### config.mk
export PLATFORM = sky130hd
export DESIGN_NAME = pair_tlb
export DESIGN_NICKNAME = d
export VERILOG_FILES = /design/src/rtl/pair_tlb_pkg.sv /design/src/rtl/pair_tlb_victim.sv /design/src/rtl/pair_tlb_cmp.sv /design/src/rtl/pair_tlb_merge.sv /design/src/rtl/pair_tlb.sv
export SDC_FILE = /design/constraint.sdc
export NUM_CORES = 2
export LEC_CHECK = 0
export ABC_CLOCK_PERIOD_IN_PS = 10950
export BUFFER_PORTS_ARGS = -buffer_cell sky130_fd_sc_hd__buf_2
export CORE_MARGIN = 8
export CORE_UTILIZATION = 60
export DETAILED_ROUTE_END_ITERATION = 16
export HOLD_SLACK_MARGIN = 0.02
export PLACE_DENSITY_LB_ADDON = 0.08
export SLEW_MARGIN = 20
export SYNTH_ARGS = -nofsm -noshare
export SYNTH_HDL_FRONTEND = slang
export SYNTH_HIERARCHICAL = 1
export SYNTH_SLANG_ARGS = --single-unit
### constraint.sdc
create_clock -name clk -period 10.95 [get_ports clk]
set_input_delay 2.19 -clock clk [delete_from_list [all_inputs] [get_ports clk]]
set_output_delay 2.19 -clock clk [all_outputs]
set_load 0.05 [all_outputs]
### src/rtl/pair_tlb_pkg.sv
package pair_tlb_pkg;
  localparam int VA_W   = 32;
  localparam int PA_W   = 32;
  localparam int OFS_W  = 10;
  localparam int MASK_W = 8;
  localparam int ASID_W = 8;
  localparam int VPN2_W = VA_W - OFS_W - 1;
  localparam int PFN_W  = PA_W - OFS_W;

  typedef struct packed {
    logic [VPN2_W-1:0] vpn2;
    logic [MASK_W-1:0] mask;
    logic [ASID_W-1:0] asid;
    logic              glob;
    logic [PFN_W-1:0]  pfn0;
    logic              v0;
    logic [PFN_W-1:0]  pfn1;
    logic              v1;
  } tlb_entry_t;
endpackage

### src/rtl/pair_tlb_victim.sv
module pair_tlb_victim #(
  parameter int N_ENTRIES = 32,
  parameter int RAND_LO   = 4,
  localparam int IDX_W    = $clog2(N_ENTRIES)
) (
  input  logic             clk,
  input  logic             rst,
  output logic [IDX_W-1:0] idx
);
  localparam logic [IDX_W-1:0] TOP = IDX_W'(N_ENTRIES - 1);
  localparam logic [IDX_W-1:0] LO  = IDX_W'(RAND_LO);

  always_ff @(posedge clk) begin
    if (rst)            idx <= TOP;
    else if (idx == LO) idx <= TOP;
    else                idx <= idx - 1'b1;
  end
endmodule

### src/rtl/pair_tlb_cmp.sv
module pair_tlb_cmp
  import pair_tlb_pkg::*;
(
  input  tlb_entry_t        ent,
  input  logic [VA_W-1:0]   va,
  input  logic [ASID_W-1:0] asid,
  output logic              hit,
  output logic [PFN_W-1:0]  pfn
);
  logic [VPN2_W-1:0] vmask;
  logic              tag_ok, asid_ok, odd;

  always_comb begin
    vmask   = {{(VPN2_W-MASK_W){1'b0}}, ent.mask};
    tag_ok  = ((va[VA_W-1:OFS_W+1] ^ ent.vpn2) & ~vmask) == '0;
    odd     = va[OFS_W];
    for (int j = 0; j < MASK_W; j++)
      if (ent.mask[j]) odd = va[OFS_W+1+j];
    asid_ok = ent.glob || (ent.asid == asid);
    hit     = tag_ok && asid_ok && (odd ? ent.v1 : ent.v0);
    pfn     = odd ? ent.pfn1 : ent.pfn0;
  end
endmodule

### src/rtl/pair_tlb_merge.sv
module pair_tlb_merge
  import pair_tlb_pkg::*;
#(
  parameter int N_ENTRIES = 32
) (
  input  logic [N_ENTRIES-1:0]             hits,
  input  logic [N_ENTRIES-1:0][PFN_W-1:0]  pfns,
  input  logic [N_ENTRIES-1:0][MASK_W-1:0] masks,
  output logic                             one,
  output logic                             multi,
  output logic [PFN_W-1:0]                 pfn,
  output logic [MASK_W-1:0]                mask
);
  logic seen;

  always_comb begin
    seen  = 1'b0;
    multi = 1'b0;
    pfn   = '0;
    mask  = '0;
    for (int i = 0; i < N_ENTRIES; i++) begin
      if (hits[i]) begin
        if (seen) multi = 1'b1;
        seen = 1'b1;
        pfn  = pfn | pfns[i];
        mask = mask | masks[i];
      end
    end
    one = seen && !multi;
  end
endmodule

### src/rtl/pair_tlb.sv
module pair_tlb
  import pair_tlb_pkg::*;
#(
  parameter int N_ENTRIES = 32,
  parameter int RAND_LO   = 4,
  localparam int IDX_W    = $clog2(N_ENTRIES)
) (
  input  logic              clk,
  input  logic              rst,
  input  logic              lk_valid,
  input  logic [VA_W-1:0]   lk_va,
  input  logic [ASID_W-1:0] lk_asid,
  input  logic              wr_en,
  input  logic              wr_random,
  input  logic [IDX_W-1:0]  wr_index,
  input  logic [VPN2_W-1:0] wr_vpn2,
  input  logic [MASK_W-1:0] wr_mask,
  input  logic [ASID_W-1:0] wr_asid,
  input  logic              wr_global,
  input  logic [PFN_W-1:0]  wr_pfn0,
  input  logic              wr_v0,
  input  logic [PFN_W-1:0]  wr_pfn1,
  input  logic              wr_v1,
  output logic              out_valid,
  output logic              out_hit,
  output logic [PA_W-1:0]   out_pa,
  output logic              shutdown
);
  localparam int HI_W = PA_W - OFS_W - MASK_W;

  tlb_entry_t                             ents [N_ENTRIES];
  tlb_entry_t                             new_e;
  logic [IDX_W-1:0]                       rand_idx, widx;
  logic [N_ENTRIES-1:0]                   hits;
  logic [N_ENTRIES-1:0][PFN_W-1:0]        pfns;
  logic [N_ENTRIES-1:0][MASK_W-1:0]       masks;
  logic                                   one, multi;
  logic [PFN_W-1:0]                       sel_pfn;
  logic [MASK_W-1:0]                      sel_mask;
  logic [PA_W-1:0]                        ofs_mask, pa_c;

  pair_tlb_victim #(.N_ENTRIES(N_ENTRIES), .RAND_LO(RAND_LO)) u_victim (
    .clk(clk), .rst(rst), .idx(rand_idx)
  );

  assign widx  = wr_random ? rand_idx : wr_index;
  assign new_e = '{vpn2: wr_vpn2, mask: wr_mask, asid: wr_asid, glob: wr_global,
                   pfn0: wr_pfn0, v0: wr_v0, pfn1: wr_pfn1, v1: wr_v1};

  always_ff @(posedge clk) begin
    if (rst) begin
      for (int i = 0; i < N_ENTRIES; i++) begin
        ents[i].v0 <= 1'b0;
        ents[i].v1 <= 1'b0;
      end
    end else if (wr_en) begin
      ents[widx] <= new_e;
    end
  end

  for (genvar g = 0; g < N_ENTRIES; g++) begin : g_cmp
    pair_tlb_cmp u_cmp (
      .ent(ents[g]), .va(lk_va), .asid(lk_asid), .hit(hits[g]), .pfn(pfns[g])
    );
    assign masks[g] = ents[g].mask;
  end

  pair_tlb_merge #(.N_ENTRIES(N_ENTRIES)) u_merge (
    .hits(hits), .pfns(pfns), .masks(masks),
    .one(one), .multi(multi), .pfn(sel_pfn), .mask(sel_mask)
  );

  assign ofs_mask = {{HI_W{1'b0}}, sel_mask, {OFS_W{1'b1}}};
  assign pa_c     = ({sel_pfn, {OFS_W{1'b0}}} & ~ofs_mask) | (lk_va[PA_W-1:0] & ofs_mask);

  always_ff @(posedge clk) begin
    if (rst) begin
      out_valid <= 1'b0;
      out_hit   <= 1'b0;
      out_pa    <= '0;
      shutdown  <= 1'b0;
    end else begin
      out_valid <= lk_valid;
      out_hit   <= 1'b0;
      out_pa    <= '0;
      if (lk_valid) begin
        if (multi) begin
          shutdown <= 1'b1;
        end else if (one && !shutdown) begin
          out_hit <= 1'b1;
          out_pa  <= pa_c;
        end
      end
    end
  end
endmodule

==> impl_metrics.yaml <==
setup_path:
  critical_path_required_ns: 11.83
  cpPeakStageDelay_ns: 0.91
  crit_type: "in2reg"
  startpoint_type: "input port"
  cp_max_fo: 53
  cp-end-kind: "register"
  path_common_cell: "buf_4"
  r2r_setup_slack_ns: 4.27
  r2r_start: "ents[8][55]"
  worstPathArrival_ns: 9.05
  path_cells: "buf_4, buf_4, o221ai_1, or4_4, nand3_1, a21oi_4, nor2_1, nand3_1, or4_1, a31o_1, or4_1, or3_1, nor2_1, nand3_2, inv_1, buf_4, and2_1"
  crit_start: "lk_va[17]"
  critPathSlowestCell: "inv_1"
logic_synthesis:
  synth_area_leaders: "edfxtp_1, mux2_1, xor2_1"
  synth_edf_count: 2688
  yosysWarnings: 6
  synth.top_cell.area_share_pct: 72.0
  ys_seq_area_share_pct: 72.7
  yosysTopAreaCell: "edfxtp_1"
  syn_inst: 6543
  syn_nets: 6678
  syn_area_per_cell_sq_um: 17.1
  ys_types: 71
  async_flop_share_pct: 0
  synth_seq_cells: 2728
  netlist_area_sq_um: 112000
  ys.flop_type: "edfxtp_1"
placed_design:
  gp_congestion: 1.03
  place_hpwl_mm: 237
  place_area_sq_um: 117000
  io_buffers: 168
clocking:
  ctsResizeCount: 0
  clk_path_buf_depth: 4
  clock_sinks: 2728
  clk_pin_slew_ns: 0.06
  clk-insertion-delay-late_ns: 0.95
  holdBufCountCts: 0
  root_buffer: "clkbuf_16"
  htreeDepth: 5
  cts_buffers: 294
  cts_tree: "built"
  postCtsSetupBuffers: 0
hold_path:
  hold_start: "u_victim/idx[0]"
  hold_path.class: "reg2reg"
layout:
  post-route-util_pct: 67.7
  fillers: 12500
  area.growth.synth_to_final_pct: 12.1
  fin_area_sq_um: 126000
  final_cell_mix: "edfxtp_1, mux2_1, xor2_1, xnor2_1, a22oi_1"
  nets: 7142
  drive_above_1_share_pct: 13.6
  final_common_cell: "edfxtp_1"
global_routing:
  grt_pass1_vias: 64100
  grt_pass1_wl_mm: 528
  grt_overflow_total: 0
  antenna_found_initial: 34
  grt_max_degree: 71
  track_usage_pct: 38.3
die:
  die_h_um: 448
  start_util_pct: 60.4
  die_area_sq_um: 201000
  fp.dieW_um: 448
  core_area_sq_um: 186000
  fp-row-count: 158
  ios: 169
timing:
  finalCriticalPeriod_ns: 8.17
  rsz0062_at_grt: "no"
  setup_viol: 0
  holdWs_ns: 0.615
  setup_tns_ns: 0
  skew_ns: 0.0540
  finalCritPeriodShare_pct: 74.6
  clock.fmax_mhz: 122
  max_slew_margin_pct: 17.6
  hold_violations: 0
  maxSlewViolCount: 0
  tightest_slew_ns: 1.24
detailed_routing:
  dr.pass1.iters: 8
  drc: 0
  routedWlPerCell_um: 40.4
  avgViaCountPerCell: 6.98
  routed-via-count: 67900
  wl_mm: 393
  initialDrtViolationCount: 10800
  ant_nets: 0
job:
  maxCapViolations: 0
power_and_ir_drop:
  p_leak_nw: 40.6
  ir_drop_mv: 0.150
  power.total_mw: 21.7
  p_per_area_nw_per_um2: 173
outcome:
  run_status: "complete, no violations"
==> routing by layer <==
layer / global-route usage [%] / vias to the layer above / wire, um
met5: 0 / - / 83
met4: 23.2 / 14 / 28700
met3: 9.44 / 1133 / 48400
met2: 58.1 / 5106 / 176000
met1: 50.5 / 34800 / 139000
li1: - / 26900 / -
==> kinds of logic (layout without fill, tap and decap cells) <==
kind of cell    count (synthesis)  after routing  share of synthesized area (%)
simple gates                  878            878                           4.60
fa+ha+maj                       6              6                         0.0558
flops                        2728           2728                           72.7
buf+inv                       290            957                           1.46
xor+xnor                      930            930                           7.26
mux                           720            720                           7.26
compound gates                991            991                           6.68
other cells                     0             35                              0
==> synthesized netlist by cell type (6+ instances only) <==
master and instances:
or4_1 97, nand2_1 51, nor4_1 129, or4_4 32, and2_1 24, nand2_2 33, or3_1 6, xor2_1 512
a221oi_1 60, nor2_1 150, a21bo_2 32, nor2b_1 34, a21oi_2 32, nor3_1 67, buf_6 70, nand2b_1 32
buf_2 9, buf_1 19, o221ai_1 32, a21oi_1 102, o22ai_1 97, edfxtp_1 2688, mux2_1 640, a22o_1 92
a22oi_1 360, and3b_1 6, o31ai_2 6, mux2i_1 8, mux2_2 67, a2bb2oi_1 32, inv_1 104, nand3_1 98
o21ai_0 56, clkbuf_1 87, nand4_1 94, o2111ai_1 33, xnor2_1 418, a2111oi_0 33, dfxtp_1 40
==> state kept, by name, summed over array words and instances, names as in the netlist <==
| register | count |
|---|---|
| shutdown | 1 |
| out_valid | 1 |
| u_victim/idx | 5 |
| out_pa | 32 |
| out_hit | 1 |
| ents | 2688 |
==> where the power goes <==
part | internal, mW | leakage (nW) | switching, mW
sequential | 11.5 | 24.6 | 0.0260
combinational | 0.227 | 11.7 | 0.623
clock | 5.39 | 4.29 | 3.92
total | 17.1 | 40.6 | 4.57
==> path summary, 6_finish.rpt <==
path                     endpoint  cells after the start
setup / recovery       out_pa[30]                     17
setup reg to reg       out_pa[30]                     16
hold / removal    u_victim/idx[0]                      1
hold reg to reg   u_victim/idx[0]                      1
==> worst max-delay path, delay by kind of cell <==
kind,cells,cell delay [ns]
AND/OR/NAND/NOR,10,3.46
buffers and inverters,4,2.57
AO/OA/AOI/OAI,3,0.69
==> metrics by stage <==
step | worst slack, ns | instances
global placement | 2.10 | 9189
CTS | 3.05 | 9689
detailed placement | 2.07 | 9190
floorplan | 1.77 | 6543
finish | 2.78 | 9725
global route | 2.68 | 9711
==> cell type report <==
class	count	area, sq um	area share, %
clock inverter	122	920	0.732
antenna	35	87.6	0.0697
timing repair buffer	354	2330	1.85
tap	2480	3100	2.47
clock buffer	377	7890	6.28
inverter	104	390	0.311
multi-input combinational	3525	29500	23.4
sequential	2728	81500	64.8
(Power assumes the default switching activity.)
